[src/rtl/cfgpair_pkg.sv]
package cfgpair_pkg;
  localparam int DATA_W = 8;
  localparam int ADDR_W = 8;
  localparam int RATE_W = 10;

  typedef logic [DATA_W-1:0] cfg_byte_t;

  // Keyed write: new value is data folded with both current register values.
  function automatic cfg_byte_t keyed_update(cfg_byte_t wd, cfg_byte_t cur, cfg_byte_t stat);
    return wd ^ cur ^ stat;
  endfunction

  // Inclusive window test.
  function automatic logic rate_in_window(logic [RATE_W-1:0] r, int lo, int hi);
    return (int'(r) >= lo) && (int'(r) <= hi);
  endfunction
endpackage

[src/rtl/cfgpair_regfile.sv]
module cfgpair_regfile
  import cfgpair_pkg::*;
#(
  parameter logic [ADDR_W-1:0] MODE_ADDR = 8'h74,
  parameter int DLL_BIT = 6,
  parameter int DDR_BIT = 4
) (
  input  logic              clk,
  input  logic              rst_n,
  input  logic              wr_en,
  input  logic [ADDR_W-1:0] addr,
  input  cfg_byte_t         wdata,
  output cfg_byte_t         mode_q,
  output cfg_byte_t         status
);
  localparam cfg_byte_t STAT_MASK = cfg_byte_t'((1 << DLL_BIT) | (1 << DDR_BIT));

  logic mode_wr;
  assign mode_wr = wr_en && (addr == MODE_ADDR);
  assign status  = mode_q & STAT_MASK;

  always_ff @(posedge clk or negedge rst_n) begin
    if (!rst_n) mode_q <= '0;
    else if (mode_wr) mode_q <= keyed_update(wdata, mode_q, status);
  end

  // keyed store
  a_r2_keyed_store: assert property (@(posedge clk) disable iff (!rst_n)
    (wr_en && addr == MODE_ADDR) |=> (mode_q == $past(wdata ^ mode_q ^ status)));
  // writes elsewhere leave the mode untouched
  a_r5_other_wr_ignored: assert property (@(posedge clk) disable iff (!rst_n)
    (wr_en && addr != MODE_ADDR) |=> $stable(mode_q));
  // idle hold
  a_r10_idle_hold: assert property (@(posedge clk) disable iff (!rst_n)
    !wr_en |=> $stable(mode_q));
  // status carries only the two mode bits
  a_r3_status_mask: assert property (@(posedge clk) disable iff (!rst_n)
    (status & ~STAT_MASK) == '0);
endmodule

[src/rtl/cfgpair_readmux.sv]
module cfgpair_readmux
  import cfgpair_pkg::*;
#(
  parameter logic [ADDR_W-1:0] MODE_ADDR = 8'h74,
  parameter logic [ADDR_W-1:0] STAT_ADDR = 8'h75
) (
  input  logic              clk,
  input  logic              rst_n,
  input  logic [ADDR_W-1:0] addr,
  input  cfg_byte_t         mode_q,
  input  cfg_byte_t         status,
  output cfg_byte_t         rdata
);
  logic hit_mode, hit_stat;
  assign hit_mode = (addr == MODE_ADDR);
  assign hit_stat = (addr == STAT_ADDR);

  always_comb begin
    rdata = '0;
    if (hit_mode)      rdata = mode_q;
    else if (hit_stat) rdata = status;
  end

  // unmapped reads are zero
  a_r6_unmapped_zero: assert property (@(posedge clk) disable iff (!rst_n)
    (!hit_mode && !hit_stat) |-> (rdata == '0));
  // single select
  a_r3_one_hit: assert property (@(posedge clk) disable iff (!rst_n)
    $onehot0({hit_mode, hit_stat}));
endmodule

[src/rtl/cfgpair_rangechk.sv]
module cfgpair_rangechk
  import cfgpair_pkg::*;
#(
  parameter int SLOW_MIN = 80,
  parameter int SLOW_MAX = 200,
  parameter int FAST_MIN = 160,
  parameter int FAST_MAX = 500
) (
  input  logic              clk,
  input  logic              rst_n,
  input  logic              dll_slow,
  input  logic [RATE_W-1:0] rate_msps,
  output logic              range_fault
);
  logic slow_ok, fast_ok;
  assign slow_ok     = rate_in_window(rate_msps, SLOW_MIN, SLOW_MAX);
  assign fast_ok     = rate_in_window(rate_msps, FAST_MIN, FAST_MAX);
  assign range_fault = dll_slow ? !slow_ok : !fast_ok;

  // slow range bounds
  a_r8_slow_out: assert property (@(posedge clk) disable iff (!rst_n)
    (dll_slow && (int'(rate_msps) < SLOW_MIN || int'(rate_msps) > SLOW_MAX)) |-> range_fault);
  // fast range bounds
  a_r9_fast_out: assert property (@(posedge clk) disable iff (!rst_n)
    (!dll_slow && (int'(rate_msps) < FAST_MIN || int'(rate_msps) > FAST_MAX)) |-> range_fault);
  // overlap region is claimed by both ranges
  a_r9_overlap_ok: assert property (@(posedge clk) disable iff (!rst_n)
    (int'(rate_msps) >= FAST_MIN && int'(rate_msps) <= SLOW_MAX) |-> !range_fault);
endmodule

[src/rtl/cfgpair_top.sv]
module cfgpair_top
  import cfgpair_pkg::*;
#(
  parameter logic [ADDR_W-1:0] MODE_ADDR = 8'h74,
  parameter logic [ADDR_W-1:0] STAT_ADDR = 8'h75,
  parameter int DLL_BIT  = 6,
  parameter int DDR_BIT  = 4,
  parameter int SLOW_MIN = 80,
  parameter int SLOW_MAX = 200,
  parameter int FAST_MIN = 160,
  parameter int FAST_MAX = 500
) (
  input  logic              clk,
  input  logic              rst_n,
  input  logic              wr_en,
  input  logic [ADDR_W-1:0] addr,
  input  logic [DATA_W-1:0] wdata,
  output logic [DATA_W-1:0] rdata,
  input  logic [RATE_W-1:0] rate_msps,
  output logic              ddr_en,
  output logic              dll_slow,
  output logic              range_fault
);
  cfg_byte_t mode_q, status;

  cfgpair_regfile #(.MODE_ADDR(MODE_ADDR), .DLL_BIT(DLL_BIT), .DDR_BIT(DDR_BIT)) u_regs (
    .clk(clk), .rst_n(rst_n), .wr_en(wr_en), .addr(addr), .wdata(wdata),
    .mode_q(mode_q), .status(status));

  cfgpair_readmux #(.MODE_ADDR(MODE_ADDR), .STAT_ADDR(STAT_ADDR)) u_rd (
    .clk(clk), .rst_n(rst_n), .addr(addr), .mode_q(mode_q), .status(status), .rdata(rdata));

  assign dll_slow = mode_q[DLL_BIT];
  assign ddr_en   = mode_q[DDR_BIT];

  cfgpair_rangechk #(.SLOW_MIN(SLOW_MIN), .SLOW_MAX(SLOW_MAX),
                     .FAST_MIN(FAST_MIN), .FAST_MAX(FAST_MAX)) u_rng (
    .clk(clk), .rst_n(rst_n), .dll_slow(dll_slow), .rate_msps(rate_msps),
    .range_fault(range_fault));

  // effective bits follow the status register
  a_r7_status_tracks: assert property (@(posedge clk) disable iff (!rst_n)
    (status[DLL_BIT] == dll_slow) && (status[DDR_BIT] == ddr_en));
endmodule

[config.mk]
export PLATFORM = sky130hd
export DESIGN_NAME = cfgpair_top
export DESIGN_NICKNAME = d
export VERILOG_FILES = /design/src/rtl/cfgpair_pkg.sv /design/src/rtl/cfgpair_regfile.sv /design/src/rtl/cfgpair_readmux.sv /design/src/rtl/cfgpair_rangechk.sv /design/src/rtl/cfgpair_top.sv
export SDC_FILE = /design/constraint.sdc
export NUM_CORES = 1
export LEC_CHECK = 0
export ABC_AREA = 1
export BUFFER_PORTS_ARGS = -buffer_cell sky130_fd_sc_hd__buf_2
export CORE_MARGIN = 5
export CORE_UTILIZATION = 35
export CTS_BUF_LIST = sky130_fd_sc_hd__clkbuf_4
export DETAILED_ROUTE_END_ITERATION = 6
export MAX_ROUTING_LAYER = met4
export PLACE_DENSITY_LB_ADDON = 0.25
export SYNTH_ARGS = -nofsm -noshare
export SYNTH_HDL_FRONTEND = slang
export SYNTH_SLANG_ARGS = --single-unit
[constraint.sdc]
create_clock -name clk -period 0.8 [get_ports clk]
set_input_delay 0.04 -clock clk [delete_from_list [all_inputs] [get_ports clk]]
set_output_delay 0.04 -clock clk [all_outputs]
set_load 0.03 [all_outputs]
# Word-level counts from Yosys, hierarchy flattened
# Cells that the tools add are included.
[word_totals] ff_bits=8 inputBits=29 out_inout_bits=11 word_cells=17
[classes] magnitude_cmp=4 eq_ne=2 muxes=3 bitwise=2 reduce_logical=5
[ops] operator="$eq A8 B7 Y1 const B" n=2
[ops] operator="$ge A10 B7 Y1 const B" n=1
[ops] operator="$ge A10 B8 Y1 const B" n=1
[ops] operator="$le A10 B8 Y1 const B" n=1
[ops] operator="$le A10 B9 Y1 const B" n=1
[ops] operator="$mux W8" n=1
[ops] operator="$xor A8 B7 Y8" n=1
[ops] operator="$xor A8 B8 Y8" n=1
[ops] operator="$mux W7" n=1
[ops] operator="$logic_and A1 B1 Y1" n=3
[ops] operator="$logic_not A1 Y1" n=2
[ops] operator="$mux W1" n=1

# Depth between registers and ports, before layout
[logic_depth] ltp_word=4 ltp_mapped=7 depth_no_buf=7

# By module
# From an unflattened synthesis, not the netlist that was laid out.
[unflattened] hier_cells=162 area_unflattened_um2=927.1
[by_module_without_submodules] mod="cfgpair_regfile" instances=1 cells_each=86 area_per_inst_um2=569.3
[by_module_without_submodules] mod="cfgpair_readmux" instances=1 cells_each=49 area_per_inst_um2=245.2
[by_module_without_submodules] mod="cfgpair_rangechk" instances=1 cells_each=27 area_per_inst_um2=112.6

# Worst setup path before layout
# OpenSTA, ideal clock, no wires.
[synth_timing] path_type="reg-to-output" start="reg u_regs.mode_q[6]" end="out range_fault" t_arrival_ns=1.221 required_time_ns=0.760 slack_ns=-0.461 path_stages_with_launch=6 n_path_buf=0 path_cell_list="dfrtp_1 -> inv_1 -> nor2_1 -> nand2_1 -> nor2_1 -> a21oi_1"
[synth_via] elab_chain_cells=1
[synth_lines] item="from (decl)" line="cfgpair_regfile.sv:13" text="output cfg_byte_t mode_q,"
[synth_lines] item="from (signal assigned)" line="cfgpair_regfile.sv:24" text="else if (mode_wr) mode_q <= keyed_update(wdata, mode_q, status);"
[synth_lines] item="$mux W1" line="cfgpair_rangechk.sv:18" text="assign range_fault = dll_slow ? !slow_ok : !fast_ok;"
[synth_lines] item="to (decl)" line="cfgpair_top.sv:22" text="output logic range_fault"
# No other way between the ends.

# Final worst setup path
# Same ends and word-level chain as after synthesis.

==> flow_summary_export.csv <==
group,metric,value,unit
run_status,status,"finished, violations left",
run_status,violations,"setup timing",
synth,syn_inst,88,
clock_network,clk_path_buf_depth,2,
placed_design,hpwlAfterDp,1.30,mm
clock_network,cts_max_level,1,
layout,drive_above_1_share,0.611,
setup_path,required,0.76,ns
layout,multi_input_area,457,um2
floorplan,coreArea,1710,um2
run,max_cap_viol_count,0,
synth,yosys-top-cells-area,"dfrtp_1, nand2_1, o21ai_2",
floorplan,die_y,52.0,um
synth,synth-seq-cells,8,
layout,syn_to_final_growth,91.5,%
routing,wl,1.73,mm
sta,rsz0062_at_grt,"yes",
synth,syn-num-nets,117,
routing,drtIter0Drc,7,
clock_network,insertion_delay,0.25,ns
clock_network,clock_sinks,8,
synth,yosysUniqueCellTypes,17,
placed_design,gp_congestion,0.717,
synth,synth_top_area_cell,"dfrtp_1",
layout,largest_reg_flops,8,
pwr,ir_drop,0.795,mV
setup_path,cpMaxStageDelayCell,"dfrtp_2",
sta,finalHoldViolCount,0,
setup_path,worstSetupPathType,"flip-flop to primary output",
global_route,first_global_vias,680,
floorplan,io_pins,40,
floorplan,die_w,52.0,um
global_route,grt_max_degree,17,
sta,slew_violations,0,
setup_path,ff2ff_path_depth,3,
layout,n_antenna_cell,0,
layout,fin_cells,169,
clock_network,clkSlewWorstSetupHoldPaths,0.06,ns
layout,regMostFlops,"u_regs.mode_q",
sta,fmax,833,MHz
placed_design,port_buffers,39,
clock_network,cts_tree,"yes",
synth,synthesis.area,618,um2
floorplan,die_area,2710,um2
setup_path,crit_path_max_incr_delay,0.42,ns
sta,fin_crit,1.20,ns
synth,synth_top_area_frac,0.324,
floorplan,initial_utilization,0.362,
setup_path,path_max_fanout,4,
synth,syn_area_per_cell,7.02,um2
global_route,grt_util_all_layers,0.137,
pwr,cellLeakagePower,0.000582,uW
setup_path,timing.critical_path.from_type,"flip-flop",
synth,yosysWarnings,0,
sta,worst_slack,-0.400,ns
routing,drt-vias-per-instance,4.34,
layout,top_regs,"u_regs.mode_q x8",
setup_path,arrival,1.16,ns
sta,slew_headroom,0.809,
pwr,power_density,970,nW/um2
setup_path,timing.rr.end,"u_regs.mode_q[7]$_DFFE_PN0P_",
sta,finalSetupViolations,17,
routing,dr_total_vias,733,
setup_path,r2r_setup_slack,-0.07,ns
layout,nFillCells,149,
setup_path,crit_start,"u_regs.mode_q[6]$_DFFE_PN0P_",
routing,wl_per_cell,10.2,um
routing,firstDrtPassIters,4,
global_route,grt_overflow,0,
setup_path,endpoint_kind,"primary output",
synth,yosysSeqAreaShare,0.324,
hold_path,hold_class,"primary input to flip-flop",
sta,period_share,1.50,
setup_path,critPathCapture,"range_fault",
sta,tightest_slew,0.285,ns
routing,drc,0,
sta,hold_ws,0.0210,ns
clock_network,cts_buffers,3,
floorplan,rows,15,
layout,seqCellArea,203,um2
layout,final_nets,175,
placed_design,placedCellCount,155,
global_route,antenna_found_initial,0,
setup_path,cp_cell_sequence,"nor2_1 -> nand2_1 -> a21oi_2 -> a21oi_4 -> buf_6",
clock_network,root_buffer,"clkbuf_4",
global_route,grt_pass1_wl,2.75,mm
sta,finalClockSkew,0,ns
routing,drtAntennaViolNets,0,
setup_path,r2r_start,"u_regs.mode_q[7]$_DFFE_PN0P_",
[layout make-up]
class	count	area share
inverter	16	0.0529
timing repair buffer	54	0.345
sequential	8	0.171
clock buffer	3	0.0190
tap	25	0.0264
multi-input combinational	63	0.386
[through the flow]
step / setup TNS (ns) / util / power [uW] / setup slack [ns] / instance area [um2]
3_5_place_dp: -3.45 / 0.530 / 715 / -0.268 / 906
6_report: -2.31 / 0.693 / 1150 / -0.400 / 1180
5_1_grt: -3.10 / 0.693 / 1210 / -0.463 / 1180
3_3_place_gp: -3.07 / 0.530 / 709 / -0.256 / 906
4_1_cts: -2.21 / 0.653 / 1120 / -0.419 / 1110
2_1_floorplan: -1.10 / - / 593 / -0.161 / 648
[Yosys cell counts, drive strengths merged]
master,n
xnor2,6
a21oi,2
nand3b,1
nand2,21
nor2,17
inv,16
o21ai,9
and3b,1
nand3,3
nor3,3
buf,1
dfrtp,8
[placed cells by master, fill, tap and decap left out, types with 4 or more instances in the layout]
cell,count
dfrtp_1,6
buf_6,14
buf_2,26
nand2_1,18
xnor2_2,4
inv_1,13
o21ai_2,8
nor2_1,13
buf_4,12
[where the power goes]
group / internal [uW] / switching [uW] / leakage [uW]
clock network: 172 / 143 / 0.0000138
registers: 426 / 16.5 / 0.000107
logic: 216 / 174 / 0.000461
total: 814 / 334 / 0.000582
[cells by family (layout without fill, tap and decap cells)]
kind of cell / count (synthesis) / in the layout / synth area share
simple gates: 46 / 46 / 0.338
buf+inv: 17 / 73 / 0.115
flops: 8 / 8 / 0.324
compound gates: 11 / 11 / 0.138
xor+xnor: 6 / 6 / 0.0850
[repair_timing]
| action | in CTS | in global routing |
|---|---|---|
| endpoints found under the hold margin | 8 | 0 |
| hold buffers | 1 | 0 |
| buffers inserted | 7 | 4 |
| gates resized for setup | 31 | 9 |
| pin swaps | 18 | 12 |
| setup endpoints to repair | 14 | 17 |
| gates cloned | 0 | 0 |
[critical path: cells and delay by family, from the launching register on]
kind / cells / cell delay, ns
buffers and inverters: 1 / 0.13
DFF: 1 / 0.42
and+or+nand+nor: 2 / 0.17
AOI/OAI and AO/OA: 2 / 0.18
[layer usage]
layer  global-route usage  wire length [um]  vias to the layer above
met4               0.0524                 0                        0
li1                     -                 -                      386
met2                0.224               898                       23
met3               0.0344               151                        0
met1                0.162               678                      324
met5                    -                 0                        -
[worst min-delay path by stage]
stage          startpoint                      endpoint  slack [ns]  depth (start not counted)
4_1_cts          wdata[4]  u_regs.mode_q[4]$_DFFE_PN0P_        0.02                          3
5_1_grt          wdata[4]  u_regs.mode_q[4]$_DFFE_PN0P_        0.03                          3
3_5_place_dp        rst_n  u_regs.mode_q[3]$_DFFE_PN0P_       -0.10                          1
3_3_place_gp        rst_n  u_regs.mode_q[1]$_DFFE_PN0P_       -0.11                          1
6_report         wdata[4]  u_regs.mode_q[4]$_DFFE_PN0P_        0.02                          3
2_1_floorplan       rst_n  u_regs.mode_q[0]$_DFFE_PN0P_       -0.26                          0
(Power assumes the default switching activity.)
